`src/rtl/alu16_pkg.sv`:
```
`timescale 1ns/100ps
package alu16_pkg;

  localparam int NUM_FLAGS = 5;
  localparam int FL_C  = 0;
  localparam int FL_Z  = 1;
  localparam int FL_N  = 2;
  localparam int FL_V  = 3;
  localparam int FL_DC = 4;

  localparam logic [3:0] OP_ADD = 4'd0;
  localparam logic [3:0] OP_ADC = 4'd1;
  localparam logic [3:0] OP_SUB = 4'd2;
  localparam logic [3:0] OP_SBB = 4'd3;
  localparam logic [3:0] OP_AND = 4'd4;
  localparam logic [3:0] OP_OR  = 4'd5;
  localparam logic [3:0] OP_XOR = 4'd6;
  localparam logic [3:0] OP_SHL = 4'd8;
  localparam logic [3:0] OP_SHR = 4'd9;
  localparam logic [3:0] OP_SAR = 4'd10;

  typedef enum logic [1:0] {RES_ADDER, RES_LOGIC, RES_SHIFT, RES_PASS} resSelE;
  typedef enum logic [1:0] {LG_AND, LG_OR, LG_XOR} logicFnE;
  typedef enum logic [1:0] {SH_LEFT, SH_RIGHT, SH_ARITH} shiftFnE;

  typedef struct packed {
    logic                 invB;
    logic                 useCin;
    logic                 cinConst;
    resSelE               resSel;
    logicFnE              logicFn;
    shiftFnE              shiftFn;
    logic [NUM_FLAGS-1:0] flagWe;
  } aluCtrlS;

endpackage

```
`src/rtl/alu16_ctrl.sv`:
```
`timescale 1ns/100ps
module alu16_ctrl
  import alu16_pkg::*;
(
  input  logic [3:0]           opCode,
  input  logic                 flagStrobe,
  input  logic [NUM_FLAGS-1:0] updEn,
  output aluCtrlS              ctrl
);

  localparam logic [NUM_FLAGS-1:0] AFF_ALL   = '1;
  localparam logic [NUM_FLAGS-1:0] AFF_LOGIC = NUM_FLAGS'((1 << FL_Z) | (1 << FL_N));
  localparam logic [NUM_FLAGS-1:0] AFF_SHIFT = NUM_FLAGS'((1 << FL_C) | (1 << FL_Z) | (1 << FL_N));

  logic [NUM_FLAGS-1:0] affect;

  always_comb begin
    ctrl        = '0;
    ctrl.resSel = RES_PASS;
    affect      = '0;
    case (opCode)
      OP_ADD: begin ctrl.resSel = RES_ADDER; affect = AFF_ALL; end
      OP_ADC: begin ctrl.resSel = RES_ADDER; ctrl.useCin = 1'b1; affect = AFF_ALL; end
      OP_SUB: begin
        ctrl.resSel = RES_ADDER; ctrl.invB = 1'b1; ctrl.cinConst = 1'b1; affect = AFF_ALL;
      end
      OP_SBB: begin
        ctrl.resSel = RES_ADDER; ctrl.invB = 1'b1; ctrl.useCin = 1'b1; affect = AFF_ALL;
      end
      OP_AND: begin ctrl.resSel = RES_LOGIC; ctrl.logicFn = LG_AND; affect = AFF_LOGIC; end
      OP_OR:  begin ctrl.resSel = RES_LOGIC; ctrl.logicFn = LG_OR;  affect = AFF_LOGIC; end
      OP_XOR: begin ctrl.resSel = RES_LOGIC; ctrl.logicFn = LG_XOR; affect = AFF_LOGIC; end
      OP_SHL: begin ctrl.resSel = RES_SHIFT; ctrl.shiftFn = SH_LEFT;  affect = AFF_SHIFT; end
      OP_SHR: begin ctrl.resSel = RES_SHIFT; ctrl.shiftFn = SH_RIGHT; affect = AFF_SHIFT; end
      OP_SAR: begin ctrl.resSel = RES_SHIFT; ctrl.shiftFn = SH_ARITH; affect = AFF_SHIFT; end
      default: affect = '0;
    endcase
    ctrl.flagWe = updEn & affect & {NUM_FLAGS{flagStrobe}};
  end

endmodule

```
`src/rtl/alu16_datapath.sv`:
```
`timescale 1ns/100ps
module alu16_datapath
  import alu16_pkg::*;
#(
  parameter int WIDTH = 16
) (
  input  logic                 clk,
  input  logic                 rstN,
  input  logic [WIDTH-1:0]     opA,
  input  logic [WIDTH-1:0]     opB,
  input  logic                 carryIn,
  input  logic                 byteMode,
  input  aluCtrlS              ctrl,
  output logic [WIDTH-1:0]     result,
  output logic [NUM_FLAGS-1:0] flags
);

  localparam int HALF  = WIDTH / 2;
  localparam int QUART = WIDTH / 4;
  localparam int UPPER = WIDTH - HALF;
  localparam int MID   = HALF - QUART;

  logic [WIDTH-1:0]     bEff;
  logic                 cinEff;
  logic [QUART:0]       sumLo;
  logic [MID:0]         sumMid;
  logic [UPPER:0]       sumHi;
  logic [WIDTH-1:0]     addRes;
  logic [WIDTH-1:0]     logicRes;
  logic [WIDTH-1:0]     shRes;
  logic                 shCarry;
  logic [WIDTH-1:0]     rawRes;
  logic                 signA, signB, signR;
  logic [NUM_FLAGS-1:0] nextFlags;

  assign bEff   = ctrl.invB ? ~opB : opB;
  assign cinEff = ctrl.useCin ? carryIn : ctrl.cinConst;

  // Adder split at the digit and byte boundaries so their carries are explicit
  assign sumLo  = {1'b0, opA[QUART-1:0]} + {1'b0, bEff[QUART-1:0]} + {{QUART{1'b0}}, cinEff};
  assign sumMid = {1'b0, opA[HALF-1:QUART]} + {1'b0, bEff[HALF-1:QUART]} + {{MID{1'b0}}, sumLo[QUART]};
  assign sumHi  = {1'b0, opA[WIDTH-1:HALF]} + {1'b0, bEff[WIDTH-1:HALF]} + {{UPPER{1'b0}}, sumMid[MID]};
  assign addRes = {sumHi[UPPER-1:0], sumMid[MID-1:0], sumLo[QUART-1:0]};

  always_comb begin
    case (ctrl.logicFn)
      LG_OR:   logicRes = opA | opB;
      LG_XOR:  logicRes = opA ^ opB;
      default: logicRes = opA & opB;
    endcase
  end

  always_comb begin
    case (ctrl.shiftFn)
      SH_LEFT:  shRes = byteMode ? {{UPPER{1'b0}}, opA[HALF-2:0], 1'b0} : {opA[WIDTH-2:0], 1'b0};
      SH_RIGHT: shRes = byteMode ? {{UPPER{1'b0}}, 1'b0, opA[HALF-1:1]} : {1'b0, opA[WIDTH-1:1]};
      default:  shRes = byteMode ? {{UPPER{1'b0}}, opA[HALF-1], opA[HALF-1:1]}
                                 : {opA[WIDTH-1], opA[WIDTH-1:1]};
    endcase
    if (ctrl.shiftFn == SH_LEFT) shCarry = byteMode ? opA[HALF-1] : opA[WIDTH-1];
    else                         shCarry = opA[0];
  end

  always_comb begin
    case (ctrl.resSel)
      RES_ADDER: rawRes = addRes;
      RES_LOGIC: rawRes = logicRes;
      RES_SHIFT: rawRes = shRes;
      default:   rawRes = opA;
    endcase
  end

  assign result = byteMode ? {{UPPER{1'b0}}, rawRes[HALF-1:0]} : rawRes;

  assign signA = byteMode ? opA[HALF-1]    : opA[WIDTH-1];
  assign signB = byteMode ? bEff[HALF-1]   : bEff[WIDTH-1];
  assign signR = byteMode ? result[HALF-1] : result[WIDTH-1];

  always_comb begin
    nextFlags[FL_C]  = (ctrl.resSel == RES_SHIFT) ? shCarry
                     : (byteMode ? sumMid[MID] : sumHi[UPPER]);
    nextFlags[FL_Z]  = byteMode ? (result[HALF-1:0] == '0) : (result == '0);
    nextFlags[FL_N]  = signR;
    nextFlags[FL_V]  = (signA == signB) && (signR != signA);
    nextFlags[FL_DC] = byteMode ? sumLo[QUART] : sumMid[MID];
  end

  for (genvar i = 0; i < NUM_FLAGS; i++) begin : g_flag
    always_ff @(posedge clk or negedge rstN) begin
      if (!rstN)                flags[i] <= 1'b0;
      else if (ctrl.flagWe[i])  flags[i] <= nextFlags[i];
    end
  end

endmodule

```
`src/rtl/alu16_status.sv`:
```
`timescale 1ns/100ps
module alu16_status
  import alu16_pkg::*;
#(
  parameter int WIDTH = 16
) (
  input  logic                 clk,
  input  logic                 rstN,
  input  logic [WIDTH-1:0]     opA,
  input  logic [WIDTH-1:0]     opB,
  input  logic [3:0]           opCode,
  input  logic                 carryIn,
  input  logic                 byteMode,
  input  logic                 flagStrobe,
  input  logic [NUM_FLAGS-1:0] updEn,
  output logic [WIDTH-1:0]     result,
  output logic                 flagC,
  output logic                 flagZ,
  output logic                 flagN,
  output logic                 flagV,
  output logic                 flagDC
);

  aluCtrlS              ctrl;
  logic [NUM_FLAGS-1:0] flags;

  alu16_ctrl u_ctrl (
    .opCode     (opCode),
    .flagStrobe (flagStrobe),
    .updEn      (updEn),
    .ctrl       (ctrl)
  );

  alu16_datapath #(.WIDTH(WIDTH)) u_dp (
    .clk      (clk),
    .rstN     (rstN),
    .opA      (opA),
    .opB      (opB),
    .carryIn  (carryIn),
    .byteMode (byteMode),
    .ctrl     (ctrl),
    .result   (result),
    .flags    (flags)
  );

  assign flagC  = flags[FL_C];
  assign flagZ  = flags[FL_Z];
  assign flagN  = flags[FL_N];
  assign flagV  = flags[FL_V];
  assign flagDC = flags[FL_DC];

endmodule

```
`config.mk`:
```
export PLATFORM = sky130hd
export DESIGN_NAME = alu16_status
export DESIGN_NICKNAME = d
export VERILOG_FILES = /design/src/rtl/alu16_pkg.sv /design/src/rtl/alu16_ctrl.sv /design/src/rtl/alu16_datapath.sv /design/src/rtl/alu16_status.sv
export SDC_FILE = /design/constraint.sdc
export NUM_CORES = 1
export LEC_CHECK = 0
export BUFFER_PORTS_ARGS = -buffer_cell sky130_fd_sc_hd__buf_4
export CORE_MARGIN = 2
export CORE_UTILIZATION = 48
export DETAILED_ROUTE_END_ITERATION = 16
export GPL_ROUTABILITY_DRIVEN = 0
export MAX_ROUTING_LAYER = met4
export PLACE_DENSITY_LB_ADDON = 0.25
export SKIP_CTS_REPAIR_TIMING = 1
export SYNTH_ARGS = -nofsm -noshare
export SYNTH_HDL_FRONTEND = slang
export SYNTH_SLANG_ARGS = --single-unit
```
`constraint.sdc`:
```
create_clock -name clk -period 5.1 [get_ports clk]
set_input_delay 0.255 -clock clk [delete_from_list [all_inputs] [get_ports clk]]
set_output_delay 0.255 -clock clk [all_outputs]
set_load 0.02 [all_outputs]
```
# [Word level (Yosys, flattened, before mapping)]
# Cells that the tools add are included.
[word_totals] ff_bits=5 latch_bits=0 ram_bits=0 rom_bits=0 in_bits=46 output_inout_bits=21 n_memories=0
[classes] addsub=6 n_mul=0 div=0 order_cmp=0 n_eq_ne=16 shifts=0 n_mux=24 n_bitwise=6 reduce_logical=11
[ops] cell="$mux W16" count=4
[ops] cell="$pmux W16 S2" count=2
[ops] cell="$pmux W16 S3" count=1
[ops] cell="$and A16 B16 Y16" count=1
[ops] cell="$logic_not A16 Y1" count=1
[ops] cell="$not A16 Y16" count=1
[ops] cell="$or A16 B16 Y16" count=1
[ops] cell="$xor A16 B16 Y16" count=1
[ops] cell="$mux W15" count=1
[ops] cell="$pmux W5 S3" count=1
[ops] cell="$eq A4 B3 Y1 const B" count=3
[ops] cell="$eq A4 B4 Y1 const B" count=3
[ops] cell="$mux W1" count=12
[ops] cell="$add A4 B4 Y5" count=2
[ops] cell="$add A5 B1 Y5" count=2
[ops] cell="$and A5 B5 Y5" count=2
[ops] cell="$add A8 B8 Y9" count=1
[ops] cell="$add A9 B1 Y9" count=1
[ops] cell="$eq A4 B2 Y1 const B" count=2
[ops] cell="$logic_not A8 Y1" count=1
[ops] cell="$pmux W2 S2" count=2
[ops] cell="$eq A2 B1 Y1 const B" count=3
[ops] cell="$pmux W2 S3" count=1
[ops] cell="$reduce_or A3 Y1" count=2
[ops] cell="9 further kinds" count=12

# [Depth between registers and ports, before layout]
# Gate-level depths: netlist of the first run.
[depth] depth_word=13 mapped_depth=24

# [By module]
# A second synthesis of the first run with hierarchy kept.
[unflattened] hier_cells=372 area_unflattened_um2=2775.2
[modules_own_cells] mod="alu16_datapath" n_inst=1 cells_each=348 area_per_inst_um2=2645.0 seq_area_each_um2=125.1
[modules_own_cells] mod="alu16_ctrl" n_inst=1 cells_each=24 area_per_inst_um2=130.1 seq_area_each_um2=0.0

# [Worst setup path before layout of the first run]
# Ideal clock, no wire load.
[synth_path] path_kind="input -> register" start="in opCode[2]" end="reg u_dp.flags[1]" arrival_time_ps=5891 setup_slack_ps=-894 stages=22 path_buffers=2 cell_sequence="or2_2 -> clkbuf_1 -> nor2_2 -> clkbuf_1 -> xnor2_1 -> fa_1 -> fa_1 -> a21o_1 -> a21o_1 -> fa_1 -> inv_1 -> fa_1 -> nor2b_1 -> o21ai_0 -> nand2b_1 -> fa_1 -> fa_1 -> xor2_1 -> a22oi_1 -> a31oi_1 -> or4_1 -> o41ai_2"
[synth_between] elab_chain_cells=12 word_cells_on_any_way=46 classes_between="add/sub (6); eq/ne (14); mux (14); bitwise (2); reduce/logical (10)"
[synth_lines] element="start, declared" line="alu16_status.sv:11" rtl="input logic [3:0] opCode,"
[synth_lines] element="$eq A4 B2 Y1" line="alu16_ctrl.sv:21" rtl="case (opCode)"
[synth_lines] element="$reduce_or A2 Y1 (no source line)"
[synth_lines] element="$mux W1" line="alu16_ctrl.sv:21"
[synth_lines] element="$mux W16" line="alu16_datapath.sv:36" rtl="assign bEff = ctrl.invB ? ~opB : opB;"
[synth_lines] element="$add A4 B4 Y5" line="alu16_datapath.sv:40" rtl="assign sumLo = {1'b0, opA[QUART-1:0]} + {1'b0, bEff[QUART-1:0]} + {{QUART{1'b0}}, cinEff};"
[synth_lines] element="$add A5 B1 Y5" line="alu16_datapath.sv:40"
[synth_lines] element="$add A5 B1 Y5" line="alu16_datapath.sv:41" rtl="assign sumMid = {1'b0, opA[HALF-1:QUART]} + {1'b0, bEff[HALF-1:QUART]} + {{MID{1'b0}}, sumLo[QUART]};"
[synth_lines] element="$add A9 B1 Y9" line="alu16_datapath.sv:42" rtl="assign sumHi = {1'b0, opA[WIDTH-1:HALF]} + {1'b0, bEff[WIDTH-1:HALF]} + {{UPPER{1'b0}}, sumMid[MID]};"
[synth_lines] element="$pmux W16 S3 *" line="alu16_datapath.sv:65" rtl="case (ctrl.resSel)"
[synth_lines] element="$mux W16 *" line="alu16_datapath.sv:73" rtl="assign result = byteMode ? {{UPPER{1'b0}}, rawRes[HALF-1:0]} : rawRes;"
[synth_lines] element="named net result[10]" line="alu16_status.sv:16" rtl="output logic [WIDTH-1:0] result,"
[synth_lines] element="$logic_not A16 Y1 *" line="alu16_datapath.sv:82" rtl="nextFlags[FL_Z] = byteMode ? (result[HALF-1:0] == '0) : (result == '0);"
[synth_lines] element="$mux W1 *" line="alu16_datapath.sv:82"
[synth_lines] element="end signal, assigned by index" line="alu16_datapath.sv:91" rtl="else if (ctrl.flagWe[i]) flags[i] <= nextFlags[i];"
[synth_lines] element="end, declared" line="alu16_datapath.sv:15" rtl="output logic [NUM_FLAGS-1:0] flags"
# The timed path passes the listed nets; every way through them passes the cells marked *.
# A chain may end at the register's enable or synchronous reset.

# [Worst setup path after layout of the first run]
[layout_path] start="in opCode[2]" end="out result[15]"
[layout_between] elab_chain_cells=10 word_cells_on_any_way=40 classes_between="add/sub (6); eq/ne (14); mux (12); reduce/logical (8)"
[layout_lines] element="$eq A4 B2 Y1" line="alu16_ctrl.sv:21"
[layout_lines] element="$reduce_or A2 Y1 (no source line)"
[layout_lines] element="$mux W1" line="alu16_ctrl.sv:21"
[layout_lines] element="$mux W16" line="alu16_datapath.sv:36"
[layout_lines] element="$add A4 B4 Y5" line="alu16_datapath.sv:40"
[layout_lines] element="$add A5 B1 Y5" line="alu16_datapath.sv:40"
[layout_lines] element="$add A5 B1 Y5" line="alu16_datapath.sv:41"
[layout_lines] element="$add A9 B1 Y9" line="alu16_datapath.sv:42"
[layout_lines] element="$pmux W16 S3 *" line="alu16_datapath.sv:65"
[layout_lines] element="$mux W16 *" line="alu16_datapath.sv:73"
[layout_lines] element="end, declared" line="alu16_status.sv:16"
# Every way passes the cells marked *; elsewhere a longest branch is shown, timed or not.

==> summary.txt, run 1 <==
Power
  • Sw Pwr: 263 µW
  • Sw Ratio: 0.471
  • Seq pwr share: 0.093
  • PD cells: 153 nW/µm²
  • Lkg Pwr: 1.75 nW
  • Combinational share of power: 0.773
  • Total power: 559 µW
  • Maximum VDD drop: roughly 130 µV
  • Int Pwr: 295 µW
  • Clock Power Share: 0.135

Timing
  • Max Clock Skew: 0 ns
  • Final hold violations: 0
  • Post-route setup TNS: 0 ns
  • Fmax: 199 MHz
  • Slew Limit Fails: 0
  • Final period util: 0.984
  • Hold_ws: 0.354 ns
  • Unrepaired setup endpoints after global routing: yes
  • Worst-Margin Slew: 0.983 ns
  • Max-slew headroom: 0.344
  • Final worst path period need: 5.02 ns
  • Final setup fails: 0
  • Final WS setup: about 0.083 ns

GRT
  • Total GRT Usage: 0.294
  • First-pass GRT wire length: approximately 15000 µm
  • Initial antenna violation count: 0
  • Vias in the first global route: 3091
  • Pin count of the biggest net entering global routing: 32
  • Total congestion overflow: 0

Placement
  • # port buffers: 66
  • DP HPWL: 7030 µm
  • Placement Setup Slack: -0.0346 ns
  • Area after DPL: 3460 µm²
  • Dpl cells: 525

Logic synthesis
  • Ys async rst share: 1.00
  • Syn Inst Count: 393
  • Netlist Area Pre-Place: 2820 µm²
  • Number of distinct library cells after synthesis: 57
  • Synth Register Bits: 5
  • Main synth FF type: dfrtp_1
  • Sequential-to-total area share from yosys stat: 0.0444
  • Yosys warnings: 0
  • Post-synthesis area per instance: 7.16 µm²
  • Number of flops mapped to enable cells by yosys: 0
  • Mapped Nets: 492

Run status
  • Outcome: finished, final reports clean

Clock tree
  • Clk buf depth: 2
  • CTS buffer count: 3
  • CTS tree: done
  • Clock slew at reported path FFs: 0.03 ns
  • CTS root buf: clkbuf_8
  • CTS HTree Levels: 1
  • Clk Latency, worst-skew pair: 0.23 ns
  • Clk sinks: 5

Die
  • Row count: 27
  • Area of the die: 6490 µm²
  • Die Y: 80.6 µm
  • IO Pins: 67
  • Initial Util: 0.505
  • Core Area: about 5600 µm²
  • Die span in x: 80.6 µm

Final layout
  • Final core occ: 0.656
  • Regs by FF count: u_dp.flags: 5 flops
  • Final instance area: 3660 µm²
  • Layout cells sized above 1: 0.267
  • Fin cells: 536
  • Antenna cells: 0
  • Syn-to-layout area delta: 29.9%
  • Final net count: 564
  • Largest Register: u_dp.flags
  • Number of flip-flops in the largest register: 5
  • Fillcell total: 492

Detailed routing
  • Antenna-violating nets left: 0
  • Drt drc: 0
  • DR vias: around 3.2k
  • Final wirelength: 9170 µm
  • Vias per cell: roughly 6
  • Detailed Routing Iterations Pass 1: 5
  • Average wire per standard cell: around 17 µm
  • DRT iter0 DRCs: between 200 and 300

Min path
  • Hold Path Depth: 3
  • Hold_sp: updEn[4]
  • Hold Path Sink: u_dp.flags[4]
  • Worst hold path type: input pin to flop

Critical path
  • Required @ worst endpoint: around 4.9 ns
  • Reg2reg setup slack: between 4 and 5 ns
  • Kind of critical path: input pin to output pin
  • Element type at the critical path end: output pin
  • Reg2reg end: u_dp.flags[0]
  • Reg2Reg Launch Point: u_dp.flags[0]
  • Arrival @ worst endpoint: 4.76 ns
  • Max FO, Critical Path: 3
  • Worst reg2reg path depth: 1
  • CP startpoint kind: input pin

Job
  • Max-Cap Viols: 0
-- cell type report --
cell class                      instances  area, µm²  share of cell area
Multi-Input combinational cell        320       2550               0.698
Timing Repair Buffer                   85        656               0.179
Inverter                               50        188              0.0513
Sequential cell                         5        125              0.0342
Tap cell                               72       90.1              0.0246
Clock buffer                            4       45.0              0.0123
-- worst max-delay path, stage by stage --
cell and delay, ns:
buf_6 0.09, or2_4 0.25, nor2_4 0.12, xnor2_2 0.09, fa_2 0.41, fa_2 0.36
a21o_1 0.16, a21o_1 0.20, fa_2 0.35, inv_2 0.06, fa_2 0.20, nor2b_2 0.04
o21ai_1 0.12, nand2b_1 0.12, fa_2 0.43, a211oi_2 0.28, nor2_2 0.09, o41ai_4 0.40
mux2i_2 0.31, buf_4 0.16, a31oi_4 0.10, buf_6 0.16
-- cell families after synthesis --
kind of cell / count (synthesis) / synth area share
compound gates: 120 / 0.292
simple gates: 113 / 0.202
buf+inv: 68 / 0.0964
fa+ha+maj: 53 / 0.252
xor+xnor: 25 / 0.0804
mux: 9 / 0.0338
flops: 5 / 0.0444
-- power groups by stage --
stage	registers [mW]	clock network (mW)	logic, mW
final	0.0519	0.0752	0.432
after CTS	0.0521	0.0769	0.397
after global placement	0.0520	0	0.387
after detailed placement	0.0527	0	0.395
after floorplan	0.0617	0	0.245
after global routing	0.0529	0.0796	0.468
-- cells in the mapped netlist (6+ instances only) --
master	count	area, µm²
inv_1	50	188
ha_1	47	588
nand2_1	35	131
a21oi_1	24	120
o21ai_0	23	115
xnor2_1	22	193
nor2_1	17	63.8
nand2b_1	13	81.3
nand3_1	11	55.1
nor2b_1	10	62.6
a22oi_1	9	67.6
a31oi_1	8	50.1
clkbuf_1	8	30.0
nor3_1	8	40.0
a21o_1	7	52.6
buf_2	7	35.0
fa_1	6	120
o22ai_1	6	37.5
-- cell usage in the layout, fill, tap and decap left out, types with 3 or more instances in the layout --
cell / netlist / layout
buf_4: 2 / 80
inv_1: 50 / 49
ha_1: 47 / 47
nand2_1: 35 / 34
a21oi_1: 24 / 23
xnor2_1: 22 / 21
o21ai_0: 23 / 21
nor2_1: 17 / 16
nand2b_1: 13 / 13
nand3_1: 11 / 10
nor2b_1: 10 / 9
a22oi_1: 9 / 9
nor3_1: 8 / 8
a21o_1: 7 / 7
o22ai_1: 6 / 6
fa_2: 0 / 6
and2_1: 5 / 5
o211ai_1: 5 / 5
dfrtp_1: 5 / 5
mux2_2: 4 / 4
o221ai_1: 4 / 4
mux2i_1: 5 / 4
a211oi_1: 5 / 4
a31oi_1: 8 / 4
o31ai_1: 4 / 4
buf_6: 0 / 4
clkbuf_8: 0 / 3
-- how the worst max path moves through the flow --
stage	to	depth (start not counted)	start	slack, ns
after floorplan	u_dp.flags[1]	22	opCode[2]	-0.20
after CTS	result[14]	23	opCode[2]	0.02
after global routing	result[15]	22	opCode[2]	-0.16
final	result[15]	22	opCode[2]	0.08
after detailed placement	u_dp.flags[1]	21	opCode[2]	-0.03
after global placement	u_dp.flags[1]	22	opCode[2]	0.07
-- per-layer routing --
metal	up-vias	GRT usage	part of all wire
met4	0	0.0847	0.021
met5	-	-	0
met2	173	0.481	0.47
met1	1486	0.389	0.42
li1	1540	-	-
met3	19	0.0236	0.091
Note: power is estimated with default switching activity, not from simulation.
==> run 2, diff against run 1 <==
--- a/config.mk
+++ b/config.mk
@@ -12,6 +12,7 @@
 export GPL_ROUTABILITY_DRIVEN = 0
 export MAX_ROUTING_LAYER = met4
 export PLACE_DENSITY_LB_ADDON = 0.25
+export REMOVE_ABC_BUFFERS = 1
 export SKIP_CTS_REPAIR_TIMING = 1
 export SYNTH_ARGS = -nofsm -noshare
 export SYNTH_HDL_FRONTEND = slang
==> summary.txt, run 2 (synthesis results as in run 1) <==
Critical path
  • Max FO, Critical Path: 3
  • Arrival @ worst endpoint: 4.91 ns
  • CP startpoint kind: input pin
  • Required @ worst endpoint: 4.85 ns
  • Kind of critical path: input pin to output pin
  • Element type at the critical path end: output pin

Power
  • Lkg Pwr: 1.79 nW
  • PD cells: 154 nW/µm²
  • Maximum VDD drop: 92.4 µV
  • Total power: 572 µW

Timing
  • Final setup fails: 1
  • Max Clock Skew: 0 ns
  • Worst-Margin Slew: 0.996 ns
  • Final worst path period need: 5.17 ns
  • Final WS setup: -0.0664 ns
  • Slew Limit Fails: 0
  • Final hold violations: 0
  • Unrepaired setup endpoints after global routing: yes
  • Fmax: 194 MHz
  • Final period util: 1.01
  • Max-slew headroom: 0.336

Die
  • Die span in x: between 80 and 90 µm
  • IO Pins: 67
  • Core Area: 5570 µm²
  • Die Y: 80.6 µm
  • Row count: 27
  • Area of the die: 6490 µm²
  • Initial Util: 0.505

Final layout
  • Largest Register: u_dp.flags
  • Multi-input gate area: between 2000 and 3000 µm²
  • Most frequent cells in the layout: 88 x buf_4, 49 x inv_1, 47 x ha_1, 35 x nand2_1, 23 x a21oi_1
  • Final core occ: 0.665
  • Fillcell total: 508
  • Regs by FF count: u_dp.flags: 5 flops
  • Layout cells sized above 1: 0.270
  • Number of flip-flops in the largest register: 5
  • Syn-to-layout area delta: 31.7%
  • Register area: 125 µm²
  • Final net count: 574
  • Antenna cells: 0
  • Leading cell type in the layout, fill and taps excluded: buf_4

Placement
  • Placement Setup Slack: -0.308 ns
  • DP HPWL: between 7000 and 8000 µm
  • # port buffers: 66

GRT
  • Vias in the first global route: 3118
  • Initial antenna violation count: 0
  • Total congestion overflow: 0
  • Total GRT Usage: 0.298
  • First-pass GRT wire length: 14900 µm
  • Pin count of the biggest net entering global routing: 32

Clock tree
  • CTS buffer count: 3
  • CTS HTree Levels: 1
  • Clock slew at reported path FFs: 0.04 ns
  • CTS root buf: clkbuf_8
  • Clk Latency, worst-skew pair: roughly 0.22 ns
  • Clk buf depth: 2
  • CTS tree: done
  • Clk sinks: 5

Job
  • Max-Cap Viols: 0

Run status
  • Outcome: finished with violations
  • Failing checks: setup timing

Detailed routing
  • Average wire per standard cell: 17.8 µm
  • DRT iter0 DRCs: 268
  • Antenna-violating nets left: 0
  • Drt drc: 0
  • Final wirelength: approximately 9700 µm
  • Detailed Routing Iterations Pass 1: 5
  • DR vias: 3359
  • Vias per cell: 6.15

Min path
  • Worst hold path type: input pin to flop
[run 2: cell types whose count changed in the layout (fill, tap and decap cells not counted), sizes merged]
cell,delta
buf,+10
[run 2: worst max-delay path, stage by stage]
cell	delay (ns)
buf_6	0.09
or2_4	0.25
nor2_4	0.14
xnor2_2	0.08
fa_2	0.42
fa_2	0.41
a21o_1	0.18
a21o_1	0.19
fa_2	0.42
inv_2	0.07
fa_2	0.19
nor2b_1	0.05
o21ai_1	0.11
nand2b_1	0.12
fa_2	0.46
a211oi_2	0.32
nor2_2	0.09
o41ai_2	0.31
buf_4	0.18
mux2i_4	0.28
a31oi_4	0.13
buf_6	0.15
[run 2: where the power goes]
group	switching [mW]	leakage (nW)	internal (mW)	total, mW
logic	0.241	1.70	0.203	0.444
registers	0.00488	0.0646	0.0477	0.0526
clock network	0.0220	0.0228	0.0539	0.0759
[run 2: area by class of cell]
type	count	share of cell area
Tap cell	72	0.0243
Inverter	50	0.0506
Sequential cell	5	0.0337
Timing Repair Buffer	95	0.199
Clock buffer	4	0.0121
Multi-Input combinational cell	320	0.680
[run 2: final timing paths]
check	startpoint	to	slack, ns	cells after the start
worst max-delay path	opCode[2]	result[15]	-0.07	22
worst min-delay path	updEn[4]	u_dp.flags[4]	0.36	3
worst max register to register	u_dp.flags[0]	u_dp.flags[0]	4.34	1
worst min register to register	u_dp.flags[2]	u_dp.flags[2]	0.48	2
max in group asynchronous	rstN	u_dp.flags[0]	4.61	2
min in group asynchronous	rstN	u_dp.flags[4]	0.38	2
[run 2: stage by stage]
step           hold WS (ns)  instances  setup TNS (ns)  instance area [µm²]
4_1_cts              -0.177        536          -0.630                 3500
2_1_floorplan       -0.0406        375           -3.94                 2730
3_5_place_dp         0.0616        532           -1.21                 3460
6_report              0.362        546         -0.0664                 3710
5_1_grt               0.394        546          -0.529                 3710
3_3_place_gp         0.0608        532          -0.613                 3460
[run 2: routing by layer]
layer  global-route usage  share of wire  up-vias
li1                     -              -     1566
met1                0.384           0.41     1560
met2                0.498           0.48      192
met3               0.0146          0.078       41
met4                0.107          0.037        0
met5                    -              0        -
